--- src/rtl/tod_pkg.sv ---
package tod_pkg;
  localparam int WORD_W = 32;
  localparam int ADDR_W = 3;
  localparam int SUB_W  = 31;
  localparam logic [WORD_W-1:0] WRAP_DEC = 32'd1_000_000_000;
  localparam logic [WORD_W-1:0] WRAP_BIN = 32'h8000_0000;

  localparam logic [ADDR_W-1:0] A_CTRL   = 3'd0;
  localparam logic [ADDR_W-1:0] A_INC    = 3'd1;
  localparam logic [ADDR_W-1:0] A_OFFSEC = 3'd2;
  localparam logic [ADDR_W-1:0] A_OFFSUB = 3'd3;
  localparam logic [ADDR_W-1:0] A_ADDEND = 3'd4;
  localparam logic [ADDR_W-1:0] A_TSEC   = 3'd5;
  localparam logic [ADDR_W-1:0] A_TSUB   = 3'd6;

  localparam int B_FINE = 0;
  localparam int B_DEC  = 1;
  localparam int B_LOAD = 2;
  localparam int B_OFFS = 3;
  localparam int B_ADDC = 4;

  typedef struct packed {
    logic load;
    logic offs;
    logic addc;
  } cmd_t;
endpackage

--- src/rtl/tod_regs.sv ---
module tod_regs
  import tod_pkg::*;
#(
  parameter int INC_W = 8,
  parameter int INC_POS = 0
) (
  input  logic              clk,
  input  logic              rst,
  input  logic              wr_en,
  input  logic [ADDR_W-1:0] wr_addr,
  input  logic [WORD_W-1:0] wr_data,
  input  logic [ADDR_W-1:0] rd_addr,
  input  logic [WORD_W-1:0] t_sec,
  input  logic [SUB_W-1:0]  t_sub,
  output logic              fine,
  output logic              dec,
  output logic [INC_W-1:0]  inc,
  output logic [WORD_W-1:0] off_sec,
  output logic [SUB_W-1:0]  off_sub,
  output logic              off_neg,
  output logic [WORD_W-1:0] addend_stage,
  output cmd_t              run,
  output logic [WORD_W-1:0] rd_data
);
  cmd_t pend_q;
  logic ctrl_wr;

  assign ctrl_wr  = wr_en && (wr_addr == A_CTRL);
  assign run.load = pend_q.load;
  assign run.offs = pend_q.offs && !pend_q.load;
  assign run.addc = pend_q.addc && !pend_q.load && !pend_q.offs;

  always_ff @(posedge clk) begin
    if (rst) begin
      pend_q       <= '0;
      fine         <= 1'b0;
      dec          <= 1'b0;
      inc          <= '0;
      off_sec      <= '0;
      off_sub      <= '0;
      off_neg      <= 1'b0;
      addend_stage <= '0;
    end else begin
      pend_q <= pend_q & ~run;
      if (ctrl_wr) begin
        fine   <= wr_data[B_FINE];
        dec    <= wr_data[B_DEC];
        pend_q <= (pend_q & ~run) |
                  {wr_data[B_LOAD], wr_data[B_OFFS], wr_data[B_ADDC]};
      end
      if (wr_en && wr_addr == A_INC)    inc <= wr_data[INC_POS +: INC_W];
      if (wr_en && wr_addr == A_OFFSEC) off_sec <= wr_data;
      if (wr_en && wr_addr == A_OFFSUB) begin
        off_sub <= wr_data[SUB_W-1:0];
        off_neg <= wr_data[WORD_W-1];
      end
      if (wr_en && wr_addr == A_ADDEND) addend_stage <= wr_data;
    end
  end

  always_ff @(posedge clk) begin
    if (rst) rd_data <= '0;
    else begin
      case (rd_addr)
        A_CTRL:   rd_data <= {27'd0, pend_q.addc, pend_q.offs, pend_q.load, dec, fine};
        A_INC:    rd_data <= WORD_W'(inc) << INC_POS;
        A_OFFSEC: rd_data <= off_sec;
        A_OFFSUB: rd_data <= {off_neg, off_sub};
        A_ADDEND: rd_data <= addend_stage;
        A_TSEC:   rd_data <= t_sec;
        A_TSUB:   rd_data <= {1'b0, t_sub};
        default:  rd_data <= '0;
      endcase
    end
  end

  AST_OFFS_WAITS: assert property (@(posedge clk) disable iff (rst)
    (pend_q.load && pend_q.offs) |=> pend_q.offs);
  AST_ADDC_WAITS: assert property (@(posedge clk) disable iff (rst)
    (pend_q.addc && (pend_q.load || pend_q.offs)) |=> pend_q.addc);
  AST_LOAD_CLEARS: assert property (@(posedge clk) disable iff (rst)
    (pend_q.load && !(ctrl_wr && wr_data[B_LOAD])) |=> !pend_q.load);
endmodule

--- src/rtl/tod_rate.sv ---
module tod_rate
  import tod_pkg::*;
#(
  parameter int ACC_W = 32
) (
  input  logic             clk,
  input  logic             rst,
  input  logic             fine,
  input  logic             take_addend,
  input  logic [ACC_W-1:0] addend_stage,
  output logic             step
);
  logic [ACC_W-1:0] acc_q, addend_q;
  logic [ACC_W:0]   acc_sum;

  assign acc_sum = {1'b0, acc_q} + {1'b0, addend_q};
  assign step    = fine ? acc_sum[ACC_W] : 1'b1;

  always_ff @(posedge clk) begin
    if (rst) begin
      acc_q    <= '0;
      addend_q <= '0;
    end else begin
      if (fine) acc_q <= acc_sum[ACC_W-1:0];
      if (take_addend) addend_q <= addend_stage;
    end
  end

  AST_ADDEND_TAKEN: assert property (@(posedge clk) disable iff (rst)
    take_addend |=> (addend_q == $past(addend_stage)));
  AST_ZERO_ADDEND_HALTS: assert property (@(posedge clk) disable iff (rst)
    (fine && addend_q == '0) |-> !step);
  AST_FINE_ACC_ADVANCES: assert property (@(posedge clk) disable iff (rst)
    (fine && !step) |=> (acc_q == $past(acc_q) + $past(addend_q)));
endmodule

--- src/rtl/tod_clock.sv ---
module tod_clock
  import tod_pkg::*;
#(
  parameter int INC_W = 8
) (
  input  logic              clk,
  input  logic              rst,
  input  logic              dec,
  input  logic [INC_W-1:0]  inc,
  input  logic              step,
  input  logic              do_load,
  input  logic              do_offs,
  input  logic [WORD_W-1:0] off_sec,
  input  logic [SUB_W-1:0]  off_sub,
  input  logic              off_neg,
  output logic [WORD_W-1:0] sec_q,
  output logic [SUB_W-1:0]  sub_q
);
  logic [WORD_W-1:0] wrap_val, tick_sum, offs_sum, sec_adj;
  logic              tick_wrap, offs_wrap;

  assign wrap_val  = dec ? WRAP_DEC : WRAP_BIN;
  assign tick_sum  = {1'b0, sub_q} + WORD_W'(inc);
  assign tick_wrap = tick_sum >= wrap_val;
  assign offs_sum  = {1'b0, sub_q} + {1'b0, off_sub};
  assign offs_wrap = offs_sum >= wrap_val;
  assign sec_adj   = off_neg ? (offs_wrap ? '0 : '1)
                             : (offs_wrap ? 32'd1 : 32'd0);

  always_ff @(posedge clk) begin
    if (rst) begin
      sec_q <= '0;
      sub_q <= '0;
    end else if (do_load) begin
      sec_q <= off_sec;
      sub_q <= off_sub;
    end else if (do_offs) begin
      sec_q <= sec_q + off_sec + sec_adj;
      sub_q <= offs_wrap ? SUB_W'(offs_sum - wrap_val) : SUB_W'(offs_sum);
    end else if (step) begin
      if (tick_wrap) begin
        sec_q <= sec_q + 32'd1;
        sub_q <= SUB_W'(tick_sum - wrap_val);
      end else begin
        sub_q <= SUB_W'(tick_sum);
      end
    end
  end

  AST_WRAP_CARRIES: assert property (@(posedge clk) disable iff (rst)
    (!do_load && !do_offs && step && tick_wrap) |=>
      (sec_q == $past(sec_q) + 32'd1) && (sub_q < $past(sub_q) + 31'd1));
  AST_PLAIN_STEP: assert property (@(posedge clk) disable iff (rst)
    (!do_load && !do_offs && step && !tick_wrap) |=>
      $stable(sec_q) && (32'(sub_q) == 32'($past(sub_q)) + 32'($past(inc))));
  AST_LOAD_TAKES: assert property (@(posedge clk) disable iff (rst)
    do_load |=> (sec_q == $past(off_sec)) && (sub_q == $past(off_sub)));
  AST_IDLE_HOLDS: assert property (@(posedge clk) disable iff (rst)
    (!do_load && !do_offs && !step) |=> $stable(sec_q) && $stable(sub_q));
endmodule

--- src/rtl/tod_counter.sv ---
module tod_counter
  import tod_pkg::*;
#(
  parameter int INC_W = 8,
  parameter int INC_SHIFTED = 0
) (
  input  logic              clk,
  input  logic              rst,
  input  logic              wr_en,
  input  logic [2:0]        wr_addr,
  input  logic [31:0]       wr_data,
  input  logic [2:0]        rd_addr,
  output logic [31:0]       rd_data
);
  localparam int INC_POS = (INC_SHIFTED != 0) ? 16 : 0;

  logic              fine, dec, off_neg, step;
  logic [INC_W-1:0]  inc;
  logic [WORD_W-1:0] off_sec, addend_stage, sec_q;
  logic [SUB_W-1:0]  off_sub, sub_q;
  cmd_t              run;

  tod_regs #(.INC_W(INC_W), .INC_POS(INC_POS)) u_regs (
    .clk(clk), .rst(rst), .wr_en(wr_en), .wr_addr(wr_addr), .wr_data(wr_data),
    .rd_addr(rd_addr), .t_sec(sec_q), .t_sub(sub_q), .fine(fine), .dec(dec),
    .inc(inc), .off_sec(off_sec), .off_sub(off_sub), .off_neg(off_neg),
    .addend_stage(addend_stage), .run(run), .rd_data(rd_data)
  );

  tod_rate #(.ACC_W(WORD_W)) u_rate (
    .clk(clk), .rst(rst), .fine(fine), .take_addend(run.addc),
    .addend_stage(addend_stage), .step(step)
  );

  tod_clock #(.INC_W(INC_W)) u_clock (
    .clk(clk), .rst(rst), .dec(dec), .inc(inc), .step(step),
    .do_load(run.load), .do_offs(run.offs), .off_sec(off_sec),
    .off_sub(off_sub), .off_neg(off_neg), .sec_q(sec_q), .sub_q(sub_q)
  );

  AST_READ_IDLE_ZERO: assert property (@(posedge clk) disable iff (rst)
    ($past(rd_addr) == 3'd7) |-> (rd_data == 32'd0));
endmodule

--- config.mk ---
export PLATFORM = sky130hd
export DESIGN_NAME = tod_counter
export DESIGN_NICKNAME = d
export VERILOG_FILES = /design/src/rtl/tod_pkg.sv /design/src/rtl/tod_regs.sv /design/src/rtl/tod_rate.sv /design/src/rtl/tod_clock.sv /design/src/rtl/tod_counter.sv
export SDC_FILE = /design/constraint.sdc
export NUM_CORES = 1
export LEC_CHECK = 0
export BUFFER_PORTS_ARGS = -buffer_cell sky130_fd_sc_hd__clkbuf_2
export CORE_AREA = 2 2 231 233
export DETAILED_ROUTE_END_ITERATION = 6
export DIE_AREA = 0 0 233 235
export PLACE_DENSITY = 0.6
export SLEW_MARGIN = 25
export SYNTH_ARGS = -nofsm -noshare
export SYNTH_HDL_FRONTEND = slang
export SYNTH_SLANG_ARGS = --single-unit
export TNS_END_PERCENT = 20
--- constraint.sdc ---
create_clock -name clk -period 8.6 [get_ports clk]
set_input_delay 0.43 -clock clk [delete_from_list [all_inputs] [get_ports clk]]
set_output_delay 0.43 -clock clk [all_outputs]
set_load 0.01 [all_outputs]
==> out/results.ini <==
[timing]
finalWorstPathRequiredPeriod_ps=8301
max_slew.worst_pin.slew_ps=1034
worst_slew_margin_rel_pct=31.08
fin_worst_skew_ps=18.36
rsz_0062_raised_after_global_routing=true
timing.final.crit_share_pct=96.52
setup-violations-final=0
final-max-slew-violation-count=0
timing_hold_violations_final=0
fmaxAchievable_mhz=120.5

[synthesis]
synthesized_netlist_net_count=2897
seq_cells_post_synth=268
synth-adder-area-share_pct=10.39
netlist_area_sq_um=20710
asyncSetResetFlopFracSynth_pct=0
synth_cells=2687
share_of_cell_area_taken_by_muxes_after_synthesis_pct=5.086
synth-seq-area-share_pct=25.90
edff_count_synth=0
post_synthesis_compound_gate_area_fraction_pct=25.85
synth_xor_xnor_area_share_pct=7.949
synth-warning-count=0
synthDistinctLibCells=104
largest_family_of_logic_cells_by_synthesized_area=compound AO/OA/AOI/OAI gates
synth_ff_type=sky130_fd_sc_hd__dfxtp_1
post_synth_and_or_nand_nor_area_fraction_pct=20.97
syn_avg_cell_area_sq_um=7.709

[grt]
grt_start_max_net_pins=95
grt_pass1_wl_mm=113.8
global_route.usage.total_pct=26.38
grt_antenna_before_repair=0
number_of_global_route_vias_before_repair=19480
grt_remaining_overflow=0

[floorplan]
floorplan.io_pins=73
placeableCoreArea_sq_um=52240
row_count=84
start_util_pct=39.66
die_width_microns=233
die_footprint_sq_um=54760
die_h_microns=235

[place]
numPlacedInstances=3386
buffer_ports.inserted=72
hpwl_mm=53.69
placedInstanceArea_sq_um=22030
gp_routability_congestion=0.9513

[detailed_routing]
drt_drc=0
postRouteWirelength_mm=73.64
ant_nets=0
avgRoutedWirePerCell_microns=21.27
detailedRoute.firstIterationViolations=1877
route.detailed.vias_per_inst=5.921
detailedRoute.firstPassIterationCount=5
route.vias.total=20500

[outcome]
outcome=finished clean

[clocking]
holdBufCountCts=0
ctsLongestPathBuffers=3
clk_pin_slew_ps=60
cts_tree=done
clock_tree.htree_level_count=2
sink_count_of_the_clock_tree=268
ctsRootBufferMaster=sky130_fd_sc_hd__clkbuf_16
insertion_delay_ps=570
cts_made_buffers=35

[pwr]
p_int_w=0.002416
peakVddDrop_v=0.00009617
clockPowerShare_pct=43.5
p_comb_share_pct=18.7
power.switching_fraction_pct=30.57
power.sequential.fraction_pct=37.8
power.static_leakage_nw=10.04
switchingPower_w=0.001064
areal_power_density_over_the_cells_nw_per_um2=147.8

[final_layout]
finish.utilization_pct=45.08
antenna_cells=0
final_cell_count_no_fill=3462
nNetsFinal=2958
post_route_cells_drive_above_1_share_pct=12.26
layout_fillers=5195
flow.area_growth_from_synthesis_pct=13.69
final_design_area_no_fill_sq_um=23550

[worst_setup_path]
slowest_stage=sky130_fd_sc_hd__or4b_4
crit_path_max_incr_delay_ps=600
endpoint_kind=flip-flop
cp_max_fo=9
critical_path.n_buffers_inverters=3
worst_setup_path_start_kind=flip-flop
criticalPathCategory=flip-flop to flip-flop
critical_path.most_common_cell=sky130_fd_sc_hd__a21o_1
worst_ep_required_time_ps=9070
crit_family=compound AO/OA/AOI/OAI gates
r2r_slack_ps=300
cp.arrival_ps=8770

[flow_run]
drv_cap=0

[hold_path]
hold_path.class=input pin to flip-flop

==> through the flow <==
step                      setup WS, ps  hold slack (ps)  total power (W)  setup TNS [ps]
after global placement           47.14            454.1         0.001951               0
after detailed placement        -125.5            456.6         0.001960          -154.1
after global routing            -46.29            129.7         0.003615          -46.29
after CTS                       -73.34            119.4         0.003472          -73.34
after floorplan                  66.24            440.6         0.001770               0
final                            299.4            134.1         0.003480               0
==> Yosys cell counts (13+ instances only) <==
cell type                  instances  area, sq um
sky130_fd_sc_hd__ha_1            164         2052
sky130_fd_sc_hd__nand3_1          53        265.3
sky130_fd_sc_hd__nor2b_1          23        143.9
sky130_fd_sc_hd__mux2i_1          85        850.8
sky130_fd_sc_hd__nor3_1           57        285.3
sky130_fd_sc_hd__buf_1            13        48.80
sky130_fd_sc_hd__a22oi_1          35        262.8
sky130_fd_sc_hd__a21oi_1         315         1577
sky130_fd_sc_hd__nand4_1          17        106.4
sky130_fd_sc_hd__or3_1            16        100.1
sky130_fd_sc_hd__xnor2_1         104        910.9
sky130_fd_sc_hd__xor2_1           84        735.7
sky130_fd_sc_hd__a211oi_1         79        593.1
sky130_fd_sc_hd__or2_2            15        93.84
sky130_fd_sc_hd__nand2_1         390         1464
sky130_fd_sc_hd__and2_1           17        106.4
sky130_fd_sc_hd__o21a_1           22        165.2
sky130_fd_sc_hd__nand2b_1         19        118.9
sky130_fd_sc_hd__dfxtp_1         268         5365
sky130_fd_sc_hd__a21o_1           82        615.6
sky130_fd_sc_hd__inv_1            53        198.9
sky130_fd_sc_hd__o211ai_1         26        195.2
sky130_fd_sc_hd__a31oi_1          15        93.84
sky130_fd_sc_hd__nor2_1          259        972.2
sky130_fd_sc_hd__o21ai_0          70        350.3
sky130_fd_sc_hd__and3_1           24        150.1
sky130_fd_sc_hd__clkbuf_1        119        446.7
==> state kept, by name, indices dropped and copies added (netlist names) <==
| name | flops |
|---|---|
| u_clock.sec_q | 32 |
| u_rate.acc_q | 32 |
| u_rate.addend_q | 32 |
| u_regs.addend_stage | 32 |
| u_regs.off_sec | 32 |
| u_regs.rd_data | 32 |
| u_clock.sub_q | 31 |
| u_regs.off_sub | 31 |
| u_regs.inc | 8 |
| u_regs.pend_q | 2 |
| u_regs.dec | 1 |
| u_regs.fine | 1 |
| u_regs.off_neg | 1 |
| u_regs.run | 1 |
==> placed cells by master, fill, tap and decap left out, types with 17 or more instances in the layout <==
master,instances
sky130_fd_sc_hd__dfxtp_1,262
sky130_fd_sc_hd__xnor2_1,104
sky130_fd_sc_hd__a211oi_1,75
sky130_fd_sc_hd__mux2i_1,85
sky130_fd_sc_hd__nand2b_1,18
sky130_fd_sc_hd__a22oi_1,35
sky130_fd_sc_hd__o21ai_0,66
sky130_fd_sc_hd__nand3_1,52
sky130_fd_sc_hd__and2_1,18
sky130_fd_sc_hd__clkbuf_2,71
sky130_fd_sc_hd__buf_4,98
sky130_fd_sc_hd__nor2_1,255
sky130_fd_sc_hd__o21a_1,22
sky130_fd_sc_hd__nor3_1,54
sky130_fd_sc_hd__inv_1,53
sky130_fd_sc_hd__xor2_1,84
sky130_fd_sc_hd__nor2b_1,23
sky130_fd_sc_hd__and3_1,24
sky130_fd_sc_hd__nand2_1,389
sky130_fd_sc_hd__o211ai_1,26
sky130_fd_sc_hd__ha_1,158
sky130_fd_sc_hd__a21oi_1,312
sky130_fd_sc_hd__a21o_1,82
sky130_fd_sc_hd__clkbuf_16,35
sky130_fd_sc_hd__nand4_1,17
==> power by group through the flow <==
stage                     clock network [W]  registers, W  logic [W]
final                               0.00151       0.00132   0.000649
after global routing                0.00159       0.00132   0.000708
after CTS                           0.00153       0.00131   0.000622
after detailed placement                  0       0.00134   0.000618
after global placement                    0       0.00134   0.000610
after floorplan                           0       0.00133   0.000441
==> cell families after synthesis <==
family / count (synthesis)
flops: 268
xor+xnor: 188
buf+inv: 204
simple gates: 955
compound gates: 803
fa+ha+maj: 169
mux: 100
==> metal layers <==
layer	up-vias	global-route usage [%]	wire length (microns)
met2	695	42.37	33580
met3	179	4.126	4285
li1	9812	-	-
met1	9814	34.70	32260
met4	0	11.79	3508
met5	-	0	0
==> what timing repair did <==
item | CTS | global route
buffers inserted | 0 | 13
gates resized for setup | 4 | 47
pin swaps | 1 | 29
setup endpoints to repair | 4 | 17
hold endpoints to repair | 0 | 0
==> cell type report <==
type                       count  area [sq um]  share of cell area (%)
sequential                   268          5373                   22.81
tap                          688         860.8                   3.655
inverter                      56         210.2                  0.8926
clock buffer                  49          1008                   4.282
timing repair buffer         172          1127                   4.787
multi-input combinational   2215         14800                   62.84
clock inverter                14         171.4                  0.7279
==> path summary, 6_finish.rpt <==
kind                         to  cells past startpoint                from
max reg2reg   u_clock.sec_q[28]                     36   u_regs.off_sub[6]
min          u_regs.off_sec[27]                      3         wr_data[27]
min reg2reg  u_rate.addend_q[0]                      2  u_rate.addend_q[0]
max           u_clock.sec_q[28]                     36   u_regs.off_sub[6]
==> tightest hold or removal path, stage by stage <==
cell                       delay, ps
sky130_fd_sc_hd__clkbuf_2        110
sky130_fd_sc_hd__nand2_1          60
sky130_fd_sc_hd__a21oi_1          50
Note: power is estimated with default switching activity, not from simulation.
